===== src/rtl/eth_rxf_pkg.sv =====
package eth_rxf_pkg;
  localparam logic [3:0]  SFD_NIB    = 4'hD;
  localparam logic [15:0] ETYPE_IPV4 = 16'h0800;
  localparam logic [7:0]  PROTO_TCP  = 8'd6;
  localparam logic [7:0]  PROTO_UDP  = 8'd17;

  // byte offsets counted from the first destination byte
  localparam int OFS_DA     = 0;
  localparam int OFS_ETYPE  = 12;
  localparam int OFS_PROTO  = 23;
  localparam int OFS_SIP    = 26;
  localparam int OFS_DIP    = 30;
  localparam int OFS_SPORT  = 34;
  localparam int OFS_DPORT  = 36;

  // minimum lengths per parsing depth
  localparam int LEN_L2 = 14;
  localparam int LEN_L3 = 34;
  localparam int LEN_L4 = 38;

  typedef struct packed {
    logic port_dst;
    logic use_port;
    logic ip_dst;
    logic use_ip;
    logic act_pass;
    logic en;
  } rule_ctl_t;

  typedef struct packed {
    logic [47:0] da;
    logic [15:0] etype;
    logic [7:0]  proto;
    logic [31:0] sip;
    logic [31:0] dip;
    logic [15:0] sport;
    logic [15:0] dport;
  } hdr_t;
endpackage


===== src/rtl/rxf_nib_asm.sv =====
module rxf_nib_asm
  import eth_rxf_pkg::*;
(
  input  logic       clk,
  input  logic       rst,
  input  logic       rx_dv,
  input  logic       rx_er,
  input  logic [3:0] rx_nib,
  output logic       sof,
  output logic       eof,
  output logic       frm_err,
  output logic       byte_vld,
  output logic [7:0] byte_dat
);
  logic       dv_q;
  logic       in_data;
  logic       phase;
  logic [3:0] lo_q;

  always_ff @(posedge clk) begin
    if (rst) begin
      dv_q     <= 1'b0;
      sof      <= 1'b0;
      eof      <= 1'b0;
      frm_err  <= 1'b0;
      in_data  <= 1'b0;
      phase    <= 1'b0;
      lo_q     <= '0;
      byte_vld <= 1'b0;
      byte_dat <= '0;
    end else begin
      dv_q     <= rx_dv;
      sof      <= rx_dv && !dv_q;
      eof      <= dv_q && !rx_dv;
      byte_vld <= 1'b0;
      if (rx_dv) begin
        if (!dv_q) begin
          frm_err <= rx_er;
          in_data <= (rx_nib == SFD_NIB);
          phase   <= 1'b0;
        end else begin
          if (rx_er) frm_err <= 1'b1;
          if (!in_data) begin
            in_data <= (rx_nib == SFD_NIB);
          end else begin
            phase <= ~phase;
            if (!phase) begin
              lo_q <= rx_nib;
            end else begin
              byte_vld <= 1'b1;
              byte_dat <= {rx_nib, lo_q};
            end
          end
        end
      end
    end
  end


  byte_gap_chk: assert property (@(posedge clk) disable iff (rst)
    byte_vld |=> !byte_vld);
endmodule


===== src/rtl/rxf_hdr_parse.sv =====
module rxf_hdr_parse
  import eth_rxf_pkg::*;
#(
  parameter int CNT_W = 6
) (
  input  logic             clk,
  input  logic             rst,
  input  logic             sof,
  input  logic             byte_vld,
  input  logic [7:0]       byte_dat,
  output hdr_t             hdr,
  output logic [CNT_W-1:0] cnt
);
  localparam logic [CNT_W-1:0] CNT_MAX = {CNT_W{1'b1}};

  int cidx;
  always_comb cidx = int'(cnt);

  always_ff @(posedge clk) begin
    if (rst) begin
      hdr <= '0;
      cnt <= '0;
    end else if (sof) begin
      cnt <= '0;
    end else if (byte_vld) begin
      if (cnt != CNT_MAX) cnt <= cnt + 1'b1;
      if (cidx >= OFS_DA && cidx < OFS_DA + 6)
        hdr.da <= {hdr.da[39:0], byte_dat};
      if (cidx >= OFS_ETYPE && cidx < OFS_ETYPE + 2)
        hdr.etype <= {hdr.etype[7:0], byte_dat};
      if (cidx == OFS_PROTO)
        hdr.proto <= byte_dat;
      if (cidx >= OFS_SIP && cidx < OFS_SIP + 4)
        hdr.sip <= {hdr.sip[23:0], byte_dat};
      if (cidx >= OFS_DIP && cidx < OFS_DIP + 4)
        hdr.dip <= {hdr.dip[23:0], byte_dat};
      if (cidx >= OFS_SPORT && cidx < OFS_SPORT + 2)
        hdr.sport <= {hdr.sport[7:0], byte_dat};
      if (cidx >= OFS_DPORT && cidx < OFS_DPORT + 2)
        hdr.dport <= {hdr.dport[7:0], byte_dat};
    end
  end


  cnt_mono_chk: assert property (@(posedge clk) disable iff (rst)
    !sof |=> (cnt >= $past(cnt)));
endmodule


===== src/rtl/rxf_rule_tbl.sv =====
module rxf_rule_tbl
  import eth_rxf_pkg::*;
#(
  parameter int N_MCAST = 4,
  parameter int N_RULE  = 4,
  parameter int CFG_AW  = 5
) (
  input  logic              clk,
  input  logic              rst,
  input  logic              cfg_we,
  input  logic [CFG_AW-1:0] cfg_addr,
  input  logic [31:0]       cfg_wdata,
  input  hdr_t              hdr,
  input  logic              l4_ok,
  output logic              mac_hit,
  output logic              rule_any,
  output logic              rule_pass
);
  localparam int MC_BASE = 2;
  localparam int RL_BASE = MC_BASE + 2 * N_MCAST;
  localparam int IDX_W   = (N_RULE > 1) ? $clog2(N_RULE) : 1;

  logic [47:0]       sta_q;
  logic [N_MCAST-1:0] mc_hit;
  logic [N_RULE-1:0]  rl_hit;
  logic [N_RULE-1:0]  rl_act;
  logic [IDX_W-1:0]   win_idx;

  always_ff @(posedge clk) begin
    if (rst) begin
      sta_q <= '0;
    end else if (cfg_we) begin
      if (cfg_addr == CFG_AW'(0)) sta_q[31:0]  <= cfg_wdata;
      if (cfg_addr == CFG_AW'(1)) sta_q[47:32] <= cfg_wdata[15:0];
    end
  end

  for (genvar i = 0; i < N_MCAST; i++) begin : g_mc
    logic [47:0] addr_q;
    logic        en_q;
    always_ff @(posedge clk) begin
      if (rst) begin
        addr_q <= '0;
        en_q   <= 1'b0;
      end else if (cfg_we) begin
        if (cfg_addr == CFG_AW'(MC_BASE + 2 * i))
          addr_q[31:0] <= cfg_wdata;
        if (cfg_addr == CFG_AW'(MC_BASE + 2 * i + 1)) begin
          addr_q[47:32] <= cfg_wdata[15:0];
          en_q          <= cfg_wdata[16];
        end
      end
    end
    assign mc_hit[i] = en_q && (hdr.da == addr_q);
  end

  for (genvar j = 0; j < N_RULE; j++) begin : g_rule
    logic [31:0] ip_q;
    logic [15:0] port_q;
    rule_ctl_t   ctl_q;
    logic [31:0] ip_cmp;
    logic [15:0] port_cmp;
    always_ff @(posedge clk) begin
      if (rst) begin
        ip_q   <= '0;
        port_q <= '0;
        ctl_q  <= '0;
      end else if (cfg_we) begin
        if (cfg_addr == CFG_AW'(RL_BASE + 3 * j))     ip_q   <= cfg_wdata;
        if (cfg_addr == CFG_AW'(RL_BASE + 3 * j + 1)) port_q <= cfg_wdata[15:0];
        if (cfg_addr == CFG_AW'(RL_BASE + 3 * j + 2)) ctl_q  <= rule_ctl_t'(cfg_wdata[5:0]);
      end
    end
    assign ip_cmp    = ctl_q.ip_dst   ? hdr.dip   : hdr.sip;
    assign port_cmp  = ctl_q.port_dst ? hdr.dport : hdr.sport;
    assign rl_hit[j] = ctl_q.en
                    && (!ctl_q.use_ip   || (ip_q == ip_cmp))
                    && (!ctl_q.use_port || (l4_ok && (port_q == port_cmp)));
    assign rl_act[j] = ctl_q.act_pass;
  end

  always_comb begin
    rule_any  = 1'b0;
    rule_pass = 1'b0;
    win_idx   = '0;
    for (int k = N_RULE - 1; k >= 0; k--) begin
      if (rl_hit[k]) begin
        rule_any  = 1'b1;
        rule_pass = rl_act[k];
        win_idx   = IDX_W'(k);
      end
    end
    mac_hit = (hdr.da == sta_q) || (|mc_hit);
  end


  rule_win_chk: assert property (@(posedge clk) disable iff (rst)
    rule_any |-> rl_hit[win_idx]);
endmodule


===== src/rtl/eth_rx_filter.sv =====
module eth_rx_filter
  import eth_rxf_pkg::*;
#(
  parameter int N_MCAST = 4,
  parameter int N_RULE  = 4,
  parameter int CNT_W   = 6,
  parameter int CFG_AW  = $clog2(2 + 2 * N_MCAST + 3 * N_RULE)
) (
  input  logic              clk,
  input  logic              rst,
  input  logic              rx_dv,
  input  logic              rx_er,
  input  logic [3:0]        rx_nib,
  input  logic              cfg_we,
  input  logic [CFG_AW-1:0] cfg_addr,
  input  logic [31:0]       cfg_wdata,
  output logic              verdict_vld,
  output logic              verdict_pass,
  output logic              verdict_err
);
  logic             sof, eof, frm_err, byte_vld;
  logic [7:0]       byte_dat;
  hdr_t             hdr;
  logic [CNT_W-1:0] cnt;
  logic             mac_hit, rule_any, rule_pass;
  logic             is_ipv4, l4_ok, len_ok, pass_c;
  logic [CNT_W-1:0] need_len;

  rxf_nib_asm u_asm (
    .clk(clk), .rst(rst), .rx_dv(rx_dv), .rx_er(rx_er), .rx_nib(rx_nib),
    .sof(sof), .eof(eof), .frm_err(frm_err),
    .byte_vld(byte_vld), .byte_dat(byte_dat)
  );

  rxf_hdr_parse #(.CNT_W(CNT_W)) u_parse (
    .clk(clk), .rst(rst), .sof(sof), .byte_vld(byte_vld),
    .byte_dat(byte_dat), .hdr(hdr), .cnt(cnt)
  );

  rxf_rule_tbl #(.N_MCAST(N_MCAST), .N_RULE(N_RULE), .CFG_AW(CFG_AW)) u_tbl (
    .clk(clk), .rst(rst), .cfg_we(cfg_we), .cfg_addr(cfg_addr),
    .cfg_wdata(cfg_wdata), .hdr(hdr), .l4_ok(l4_ok),
    .mac_hit(mac_hit), .rule_any(rule_any), .rule_pass(rule_pass)
  );

  always_comb begin
    is_ipv4 = (hdr.etype == ETYPE_IPV4);
    l4_ok   = (hdr.proto == PROTO_TCP) || (hdr.proto == PROTO_UDP);
    if (!is_ipv4)   need_len = CNT_W'(LEN_L2);
    else if (l4_ok) need_len = CNT_W'(LEN_L4);
    else            need_len = CNT_W'(LEN_L3);
    len_ok = (cnt >= CNT_W'(LEN_L2)) && (cnt >= need_len);
    pass_c = !frm_err && len_ok && mac_hit
          && (!is_ipv4 || !rule_any || rule_pass);
  end

  always_ff @(posedge clk) begin
    if (rst) begin
      verdict_vld  <= 1'b0;
      verdict_pass <= 1'b0;
      verdict_err  <= 1'b0;
    end else begin
      verdict_vld <= eof;
      if (eof) begin
        verdict_pass <= pass_c;
        verdict_err  <= frm_err;
      end
    end
  end


  vld_pulse_chk: assert property (@(posedge clk) disable iff (rst)
    verdict_vld |=> !verdict_vld);

  vld_after_eof_chk: assert property (@(posedge clk) disable iff (rst)
    verdict_vld |-> $past(eof));

  err_drop_chk: assert property (@(posedge clk) disable iff (rst)
    (eof && frm_err) |=> (verdict_vld && verdict_err && !verdict_pass));
endmodule


===== config.mk =====
export PLATFORM = sky130hd
export DESIGN_NAME = eth_rx_filter
export DESIGN_NICKNAME = d
export VERILOG_FILES = /design/src/rtl/eth_rxf_pkg.sv /design/src/rtl/rxf_nib_asm.sv /design/src/rtl/rxf_hdr_parse.sv /design/src/rtl/rxf_rule_tbl.sv /design/src/rtl/eth_rx_filter.sv
export SDC_FILE = /design/constraint.sdc
export NUM_CORES = 2
export LEC_CHECK = 0
export BUFFER_PORTS_ARGS = -buffer_cell sky130_fd_sc_hd__buf_2
export CAP_MARGIN = 20
export CORE_ASPECT_RATIO = 1.5
export CORE_MARGIN = 8
export CORE_UTILIZATION = 45
export CTS_CLUSTER_SIZE = 12
export DETAILED_ROUTE_END_ITERATION = 16
export PLACE_DENSITY_LB_ADDON = 0.12
export SLEW_MARGIN = 20
export SYNTH_ARGS = -nofsm -noshare
export SYNTH_HDL_FRONTEND = slang
export SYNTH_SLANG_ARGS = --single-unit

===== constraint.sdc =====
create_clock -name clk -period 4.7 [get_ports clk]
set_input_delay 0.705 -clock clk [delete_from_list [all_inputs] [get_ports clk]]
set_output_delay 0.705 -clock clk [all_outputs]
set_load 0.01 [all_outputs]

==> results.yml <==
placement:
  dp.cells: 4412
  gp_congestion: 0.935
  port_buffers: 48
  hpwl_mm: 74.0
logic_synthesis:
  synth_area_mm2: 0.0302
  synth.area.top_cells: "dfxtp_1, nand2_1, mux2i_1"
  yosysTopAreaCellShare: 0.435
  synth.distinct_cells: 56
  synth_nets: 3791
  ys_warn_count: 0
  synth_ff_type: "dfxtp_1"
  synth_top_cells_by_count: "nand2_1, dfxtp_1, a21oi_1, mux2i_1, clkbuf_1"
  async_flop_share: 0
  synth-seq-area-share: 0.435
  synth-edff-count: 0
  syn-instance-count: 3740
  yosys.area.top_type: "dfxtp_1"
  synth_seq_cells: 656
  syn_area_per_cell_um2: 8.07
  synthMostInstantiatedCell: "nand2_1"
cells_and_area:
  area_growth_pct: 8.83
  nets: 3650
  drive_above_1_share: 0.0605
  layout.cells.non_filler: 4527
critical_path:
  reg2reg_from: "u_tbl.g_rule[0].ctl_q[3]"
  cp-start-kind: "flop"
  crit_buf_inv: 1
  worst-setup-path-type: "flop to flop"
  required_ns: 5.24
  cp.arrival_ns: 3.99
  path_cells: "buf_4 > mux2i_1 > xnor2_1 > nor4_1 > nand4_1 > o21ai_1 > nand4_1 > and3_1 > a32oi_1"
  cp_top_family: "simple AND/OR/NAND/NOR gates"
  slowest_delay_ns: 0.80
  path_common_cell: "nand4_1"
  r2r_cells: 9
  cp-end-kind: "flop"
  ff2ff_setup_slack_ns: 1.24
  cpMaxStageDelayCell: "dfxtp_2"
  path_max_fanout: 25
  r2r-end: "verdict_pass"
die:
  start_util: 0.453
  num_rows: 116
  die_width_um: 227
  ios: 49
  die-height_um: 333
  die-area_mm2: 0.0758
  core_area_mm2: 0.0666
timing:
  rsz0062_at_grt: "no"
  skew_ns: 0.0288
  setup_viol: 0
  max_freq_mhz: 289
  hold_violations: 0
  holdWs_ns: 0.362
  maxSlewViolCount: 0
  worst_slew_pin_slew_ns: 1.11
  fin_crit_ns: 3.46
  period_share: 0.735
  slew-limit-headroom: 0.260
  setup_tns_ns: 0
routing:
  avgViaCountPerCell: 5.72
  drt-total-wl_mm: 113
  drc: 0
  ant_nets: 0
  drtIter0Drc: 2454
  wire_per_inst_um: 25.0
  drt_pass1_iterations: 6
  vias: 25900
grt:
  grt_max_degree: 187
  grt_pass1_wl_mm: 166
  grtUsageTotal: 0.293
  antenna_found_initial: 3
  grt_pass1_vias: 25000
  gr-total-overflow: 0
hold_path:
  holdPathEnd: "u_asm.frm_err"
  hp-start: "rx_er"
  hp-class: "input port to flop"
  holdPathStages: 3
clocking:
  cts_resized: 0
  cts_buffers: 69
  htreeDepth: 3
  clk_latency_ns: 0.62
  ctsHoldBuffers: 0
  clk_path_buf_depth: 3
  cts_sinks: 656
  cts_setup_buffers: 0
  cts_tree: "done"
  cts-root-buf: "clkbuf_16"
  clk_pin_slew_worst_paths_ns: 0.06
power:
  leakage_nw: 11.7
  ir_worst_vdd_uv: 269
  powerDensity_mw_per_mm2: 344
run_status:
  status: "finished clean"
job:
  cap_violations: 0
state kept, by name, indices dropped and copies added (netlist names):
| name | count |
|---|---|
| u_asm.byte_dat | 8 |
| u_asm.byte_vld | 1 |
| u_asm.dv_q | 1 |
| u_asm.eof | 1 |
| u_asm.frm_err | 1 |
| u_asm.in_data | 1 |
| u_asm.lo_q | 4 |
| u_asm.phase | 1 |
| u_asm.sof | 1 |
| u_parse.cnt | 6 |
| u_parse.hdr | 168 |
| u_tbl.g_mc.addr_q | 192 |
| u_tbl.g_mc.en_q | 4 |
| u_tbl.g_rule.ctl_q | 24 |
| u_tbl.g_rule.ip_q | 128 |
| u_tbl.g_rule.port_q | 64 |
| u_tbl.sta_q | 48 |
| verdict_err | 1 |
| verdict_pass | 1 |
| verdict_vld | 1 |
layer usage:
layer	global-route usage	up-vias	routed length, um
met5	0	-	0
met4	0.194	0	8020
met3	0.0407	326	7750
met2	0.486	1119	54000
met1	0.348	12400	43500
li1	-	12000	-
report_power, final:
group          internal, mW  leakage [nW]  switching [mW]
Combinational        0.0890          5.39           0.363
Clock                  2.96          1.02            2.26
Sequential             5.59          5.29          0.0276
layout make-up:
type / instances / area (um^2)
Antenna cell: 3 / 7.51
Clock buffer: 104 / 2030
Clock inverter: 7 / 38.8
Fill cell: 6418 / 33800
Inverter: 23 / 86.3
Multi-Input combinational cell: 2749 / 15800
Sequential cell: 656 / 13100
Tap cell: 885 / 1110
Timing Repair Buffer: 100 / 681
cell usage in the layout (no fill, tap or decap), types with 3 or more instances in the layout:
cell / instances
nand2_1: 1087
dfxtp_1: 652
a21oi_1: 540
mux2i_1: 297
xnor2_1: 234
xor2_1: 184
nor2_1: 128
nor4_1: 81
clkbuf_16: 71
nand4_1: 48
buf_2: 47
buf_4: 47
nand3_1: 36
inv_1: 23
clkbuf_1: 20
clkbuf_8: 13
nor2_2: 10
nor3_1: 8
nor2b_1: 7
o31ai_1: 6
o21ai_0: 6
o22ai_1: 6
clkinv_2: 6
nor3_2: 5
ha_1: 5
o21a_1: 4
and3_1: 4
dfxtp_2: 4
diode_2: 3
nand2b_1: 3
nand4b_1: 3
o221ai_1: 3
tightest hold or removal path, cell delays in order:
cell     delay [ns]
buf_2          0.08
a22oi_1        0.07
nor2_1         0.09
cell families after synthesis:
kind of cell,synth area share
flops,0.435
compound gates,0.101
buf+inv,0.0455
mux,0.0985
simple gates,0.197
xor+xnor,0.121
fa+ha+maj,0.00207
how the worst max path moves through the flow:
stage                                  start                        to  slack [ns]  depth (start not counted)
finish              u_tbl.g_rule[0].ctl_q[3]              verdict_pass        1.24                          9
global placement    u_tbl.g_rule[0].ctl_q[3]              verdict_pass        1.43                          9
global route        u_tbl.g_rule[0].ctl_q[3]              verdict_pass        1.21                          9
CTS                 u_tbl.g_rule[0].ctl_q[3]              verdict_pass        1.32                          9
floorplan                             cfg_we  u_tbl.g_mc[3].addr_q[37]        2.48                          7
detailed placement  u_tbl.g_rule[0].ctl_q[3]              verdict_pass        1.33                          9
metrics by stage:
step	worst slack, ns	total power, mW	instance area (um^2)	util
floorplan	2.48	5.98	30200	-
global placement	1.43	6.18	30700	0.461
detailed placement	1.33	6.18	30700	0.461
CTS	1.32	11.3	32800	0.493
global route	1.21	11.6	32800	0.493
finish	1.24	11.3	32800	0.493
Power figures use the tool's default switching activity.
